**config.mk**
```make
export PLATFORM = sky130hd
export DESIGN_NAME = sdm3_modulator
export DESIGN_NICKNAME = d
export VERILOG_FILES = /design/src/rtl/sdm3_pkg.sv /design/src/rtl/sdm3_integrator.sv /design/src/rtl/sdm3_bitout.sv /design/src/rtl/sdm3_modulator.sv
export SDC_FILE = /design/constraint.sdc
export NUM_CORES = 1
export LEC_CHECK = 0
export ABC_AREA = 1
export ABC_CLOCK_PERIOD_IN_PS = 6000
export BUFFER_PORTS_ARGS = -buffer_cell sky130_fd_sc_hd__buf_2
export CORE_MARGIN = 4
export CORE_UTILIZATION = 40
export CTS_CLUSTER_SIZE = 8
export DETAILED_ROUTE_END_ITERATION = 12
export MAX_ROUTING_LAYER = met4
export PLACE_DENSITY = 0.58
export SLEW_MARGIN = 30
export SYNTH_ARGS = -nofsm -noshare
export SYNTH_HDL_FRONTEND = slang
export SYNTH_HIERARCHICAL = 1
export SYNTH_SLANG_ARGS = --single-unit
```
**constraint.sdc**
```tcl
create_clock -name clk -period 6 [get_ports clk]
set_input_delay 0 -clock clk [delete_from_list [all_inputs] [get_ports clk]]
set_output_delay 0 -clock clk [all_outputs]
set_load 0.005 [all_outputs]
```
**src/rtl/sdm3_pkg.sv**
```systemverilog
package sdm3_pkg;
  localparam int STAGES      = 3;
  localparam int DEF_DATA_W  = 16;
  localparam int DEF_GUARD_W = 4;
endpackage

```
**src/rtl/sdm3_integrator.sv**
```systemverilog
module sdm3_integrator #(
  parameter int DATA_W = 16,
  parameter int ACC_W  = 20
) (
  input  logic                    clk,
  input  logic                    rst_n,
  input  logic                    clear,
  input  logic                    step,
  input  logic                    fb_one,
  input  logic signed [ACC_W-1:0] din,
  output logic signed [ACC_W-1:0] acc
);
  localparam int EXT_W = ACC_W + 2;
  localparam logic signed [EXT_W-1:0] FS_POS = EXT_W'(1) << (DATA_W - 1);
  localparam logic signed [EXT_W-1:0] SAT_HI = {3'b000, {(ACC_W-1){1'b1}}};
  localparam logic signed [EXT_W-1:0] SAT_LO = {3'b111, {(ACC_W-1){1'b0}}};

  logic signed [EXT_W-1:0] sum_ext;
  logic signed [ACC_W-1:0] acc_nxt;

  always_comb begin
    sum_ext = EXT_W'(acc) + EXT_W'(din) - (fb_one ? FS_POS : -FS_POS);
    if (sum_ext > SAT_HI)      acc_nxt = SAT_HI[ACC_W-1:0];
    else if (sum_ext < SAT_LO) acc_nxt = SAT_LO[ACC_W-1:0];
    else                       acc_nxt = sum_ext[ACC_W-1:0];
  end

  always_ff @(posedge clk or negedge rst_n) begin
    if (!rst_n)     acc <= '0;
    else if (clear) acc <= '0;
    else if (step)  acc <= acc_nxt;
  end

  // adding non-negative terms never lands on a negative value
  assert_no_wrap_pos_R6: assert property (@(posedge clk) disable iff (!rst_n)
    step && !clear && !acc[ACC_W-1] && !din[ACC_W-1] && !fb_one |=> !acc[ACC_W-1]);
  // adding negative terms never lands on a non-negative value
  assert_no_wrap_neg_R6: assert property (@(posedge clk) disable iff (!rst_n)
    step && !clear && acc[ACC_W-1] && din[ACC_W-1] && fb_one |=> acc[ACC_W-1]);

  assert_hold_R7: assert property (@(posedge clk) disable iff (!rst_n)
    !clear && !step |=> $stable(acc));

  assert_clear_R9: assert property (@(posedge clk) disable iff (!rst_n)
    clear |=> acc == '0);
endmodule

```
**src/rtl/sdm3_bitout.sv**
```systemverilog
module sdm3_bitout #(
  parameter int ACC_W   = 20,
  parameter bit CLK_OUT = 1'b1
) (
  input  logic                    clk,
  input  logic                    rst_n,
  input  logic                    enable,
  input  logic                    accept,
  input  logic signed [ACC_W-1:0] acc_last,
  output logic                    pend,
  output logic                    bit_p,
  output logic                    bit_n,
  output logic                    bit_clk
);
  logic pend_d;
  logic q_next;

  assign q_next = (acc_last >= 0);

  always_ff @(posedge clk or negedge rst_n) begin
    if (!rst_n) begin
      pend   <= 1'b0;
      pend_d <= 1'b0;
      bit_p  <= 1'b0;
      bit_n  <= 1'b0;
    end else if (!enable) begin
      pend   <= 1'b0;
      pend_d <= 1'b0;
      bit_p  <= 1'b0;
      bit_n  <= 1'b0;
    end else begin
      pend   <= accept;
      pend_d <= pend;
      if (pend) begin
        bit_p <= q_next;
        bit_n <= !q_next;
      end
    end
  end

  generate
    if (CLK_OUT) begin : g_clk
      logic clk_q;
      always_ff @(posedge clk or negedge rst_n) begin
        if (!rst_n)       clk_q <= 1'b0;
        else if (!enable) clk_q <= 1'b0;
        else              clk_q <= pend_d;
      end
      assign bit_clk = clk_q;
    end else begin : g_noclk
      assign bit_clk = 1'b0;
    end
  endgenerate


  assert_compl_R3: assert property (@(posedge clk) disable iff (!rst_n)
    (bit_p || bit_n) |-> (bit_p != bit_n));

  assert_clk_pulse_R8: assert property (@(posedge clk) disable iff (!rst_n)
    bit_clk |=> !bit_clk);

  assert_idle_R9: assert property (@(posedge clk) disable iff (!rst_n)
    !enable |=> !bit_p && !bit_n && !bit_clk && !pend);

  assert_hold_R7: assert property (@(posedge clk) disable iff (!rst_n)
    enable && !pend |=> $stable(bit_p));
endmodule

```
**src/rtl/sdm3_modulator.sv**
```systemverilog
module sdm3_modulator
  import sdm3_pkg::*;
#(
  parameter int DATA_W  = DEF_DATA_W,
  parameter int GUARD_W = DEF_GUARD_W,
  parameter bit CLK_OUT = 1'b1
) (
  input  logic                     clk,
  input  logic                     rst_n,
  input  logic                     enable,
  input  logic                     s_valid,
  output logic                     s_ready,
  input  logic signed [DATA_W-1:0] s_data,
  output logic                     bit_p,
  output logic                     bit_n,
  output logic                     bit_clk
);
  localparam int ACC_W = DATA_W + GUARD_W;

  logic pend;
  logic accept;
  logic clear;
  logic signed [ACC_W-1:0] acc [STAGES];
  logic signed [ACC_W-1:0] din [STAGES];

  assign clear   = !enable;
  assign s_ready = enable && !pend;
  assign accept  = s_valid && s_ready;

  generate
    for (genvar g = 0; g < STAGES; g++) begin : g_stage
      if (g == 0) begin : g_head
        assign din[g] = {{GUARD_W{s_data[DATA_W-1]}}, s_data};
      end else begin : g_chain
        assign din[g] = acc[g-1];
      end
      sdm3_integrator #(
        .DATA_W(DATA_W),
        .ACC_W (ACC_W)
      ) i_int (
        .clk   (clk),
        .rst_n (rst_n),
        .clear (clear),
        .step  (accept),
        .fb_one(bit_p),
        .din   (din[g]),
        .acc   (acc[g])
      );
    end
  endgenerate

  sdm3_bitout #(
    .ACC_W  (ACC_W),
    .CLK_OUT(CLK_OUT)
  ) i_out (
    .clk     (clk),
    .rst_n   (rst_n),
    .enable  (enable),
    .accept  (accept),
    .acc_last(acc[STAGES-1]),
    .pend    (pend),
    .bit_p   (bit_p),
    .bit_n   (bit_n),
    .bit_clk (bit_clk)
  );


  assert_ready_gap_R2: assert property (@(posedge clk) disable iff (!rst_n)
    s_valid && s_ready |=> !s_ready);

  assert_ready_idle_R1: assert property (@(posedge clk) disable iff (!rst_n)
    !enable |-> !s_ready);
endmodule

```
==> impl_metrics.ini <==
[status]
status = complete, no violations

[synthesis]
avgSynthCellArea_um2 = 6.17
synth_adder_area_share = 0.187
synthesis.nets = 1521
synth_compound_area_frac = 0.0520
synth_xor_area_frac = 0.0391
ys_warn_count = 6
synth_seq_cells = 65
synthCells = 1381
synth_common_cells = nand2_1 (482), inv_1 (349), ha_1 (108)
yosysMostFrequentCell = nand2_1
synth_area_leaders = nand2_1 (21%), dfrtp_1 (19%), ha_1 (16%)
synth_top_flop_cell = dfrtp_1
synth_cell_type_count = 35
yosysTopAreaCell = nand2_1
synth_area_mm2 = 0.00852
synth_mux_area_frac = 0
ys_async_sr_fraction = 1.00
synth-simple-area-share = 0.362
yosysSeqAreaShare = 0.191
synth_edf_count = 0
synth_top_area_frac = 0.212
synth_top_family_by_area = simple AND/OR/NAND/NOR gates

[global_route]
grt_overflow = 0
grt_use_total = 0.193
grt_busiest_layer = met2
grt_use_met2 = 0.318
grt_pass1_wl_um = 36700
use_met1 = 0.246
grt_max_degree = 66
antenna_found_initial = 0
grt_pass1_vias = 7654
met3_usage = 0.0245

[critical_path]
path_cells = inv_1, fa_1, inv_1, ha_1, nand2_2, nor2_2, inv_1, nor2_2, nand3b_1, nand3_2, nand2_1, nand2_1, nand2_2, a21oi_1, nand2_1, nand2_1
cpPeakStageDelay_ps = 810
cp_slowest_cell = dfrtp_1
critPathBufInv = 3
regToRegEndpoint = g_stage[0].i_int/acc[1]
crit_family = simple AND/OR/NAND/NOR gates
crit_fanout = 14
path_class = reg2reg
crit_top_cell = nand2_1
reg2reg_setup_slack_ps = 2610
r2r_start = i_out/bit_p
setup.worst_path.start_class = flop
rr_worst_depth = 16
worst_setup_path_end_kind = flop
arrival_ps = 3670
required_ps = 6280

[timing]
rsz0062_at_grt = false
max_freq_mhz = 295
relSlewSlack = 0.383
drv_slew = 0
hold_viol = 0
finalCriticalPeriod_ps = 3390
worstMarginPinSlew_ps = 924
setup_ws_ps = 2610
setup_violations = 0
clock_skew_ps = 6.53
period_share = 0.566
setup_tns_ps = 0

[floorplanning]
core_area_mm2 = 0.0210
die_w_um = 154
ios = 24
initial_core_util = 0.407
rows = 53
die_h_um = 154
dieArea_mm2 = 0.0237

[run]
maxCapViolations = 0

[final_layout]
fin_nets = 1547
area_growth_pct = 8.49
drive_gt1_frac = 0.0652
design_area_mm2 = 0.00924
n_antenna_cell = 0

[worst_hold_path]
hold_path_class = in2reg
holdPathEnd = g_stage[0].i_int/acc[0]
min_from = s_data[0]
hold-path-cell-count = 6

[routing]
via_per_inst = 4.69
drc = 0
vias = 7916
first_pass_iters = 5
avgRoutedWirePerCell_um = 12.7
drt_iter0_drc = 380
drt_wl_total_um = 21500
antenna_left = 0

[placed_design]
dpl_cell_area_mm2 = 0.00889
port-buffer-count = 23
gp_congestion = 0.925
dp_slack_ps = 2620
hpwl_um = 17800

[clock_network]
cts.sinks = 65
cts_made_buffers = 9
clk_path_buf_depth = 2
cts_tree = yes
path_clk_slew_ps = 60
cts_resized = 0
clk_latency_ps = 340
htree_levels = 3
root_buffer = clkbuf_16
routing by layer:
layer  vias up  part of all wire  wire length, um
met5         -                 0                0
met4         0             0.024              520
met3        38             0.031              659
met2       123              0.47            10000
met1      3531              0.48            10300
li1       4224                 -                -
repair_timing:
action	4_1_cts	5_1_grt
setup buffers	0	0
endpoints found under the hold margin	70	0
hold buffers	3	0
worst register-to-register path, cell delays in order, from the launching register on:
cell and delay [ps]:
dfrtp_1 810, inv_1 150, fa_1 540, inv_1 40, ha_1 390, nand2_2 100, nor2_2 130, inv_1 60
nor2_2 150, nand3b_1 190, nand3_2 130, nand2_1 60, nand2_1 70, nand2_2 70, a21oi_1 290, nand2_1 90
nand2_1 70
how the worst max path moves through the flow:
| stage | startpoint | end | slack [ps] | cells after the start |
|---|---|---|---|---|
| finish | i_out/bit_p | g_stage[0].i_int/acc[1] | 2610 | 16 |
| global route | i_out/bit_p | g_stage[0].i_int/acc[0] | 2270 | 16 |
| CTS | i_out/bit_p | g_stage[0].i_int/acc[1] | 2600 | 16 |
| detailed placement | i_out/bit_p | g_stage[0].i_int/acc[1] | 2620 | 16 |
| global placement | i_out/bit_p | g_stage[0].i_int/acc[15] | 2690 | 17 |
| floorplan | i_out/bit_p | g_stage[2].i_int/acc[4] | 3070 | 19 |
cells in the final DEF, fill, tap and decap left out, types with 15 or more instances in the layout:
master   instances
a21oi_1         48
buf_2           23
dfrtp_1         65
ha_1           108
inv_1          349
nand2_1        482
nand2_2         15
nand3_1         99
nand4_1         21
nor2_1          56
xor2_1          25
layout make-up:
cell class / instances / area [um2]
Clock buffer: 10 / 229
Fill cell: 2284 / 11700
Sequential cell: 65 / 1630
Tap cell: 275 / 344
Multi-Input combinational cell: 948 / 5460
Timing Repair Buffer: 30 / 179
Clock inverter: 6 / 82.6
Inverter: 353 / 1330
logic make-up (layout without fill, tap and decap cells):
group | Yosys count | count (layout)
adder cells (fa/ha/maj) | 120 | 120
XOR/XNOR | 38 | 38
flip-flops | 65 | 65
AO/OA/AOI/OAI | 79 | 79
AND/OR/NAND/NOR | 711 | 711
buffers and inverters | 368 | 399
state kept, by name, summed over array words and instances (netlist names):
register	flops
g_stage.i_int/acc	60
i_out/bit_clk	1
i_out/bit_n	1
i_out/bit_p	1
i_out/pend	1
i_out/pend_d	1
per-stage QoR:
| stage | utilization | hold slack (ps) | std cells |
|---|---|---|---|
| 2_1_floorplan | - | -296 | 1381 |
| 3_3_place_gp | 0.424 | 271 | 1668 |
| 3_5_place_dp | 0.424 | 273 | 1668 |
| 4_1_cts | 0.441 | 60.5 | 1687 |
| 5_1_grt | 0.441 | 112 | 1687 |
| 6_report | 0.441 | 64.2 | 1687 |
Power is not shown: default switching activity piles up to over one toggle a cycle in this logic, so the estimate is an artifact.
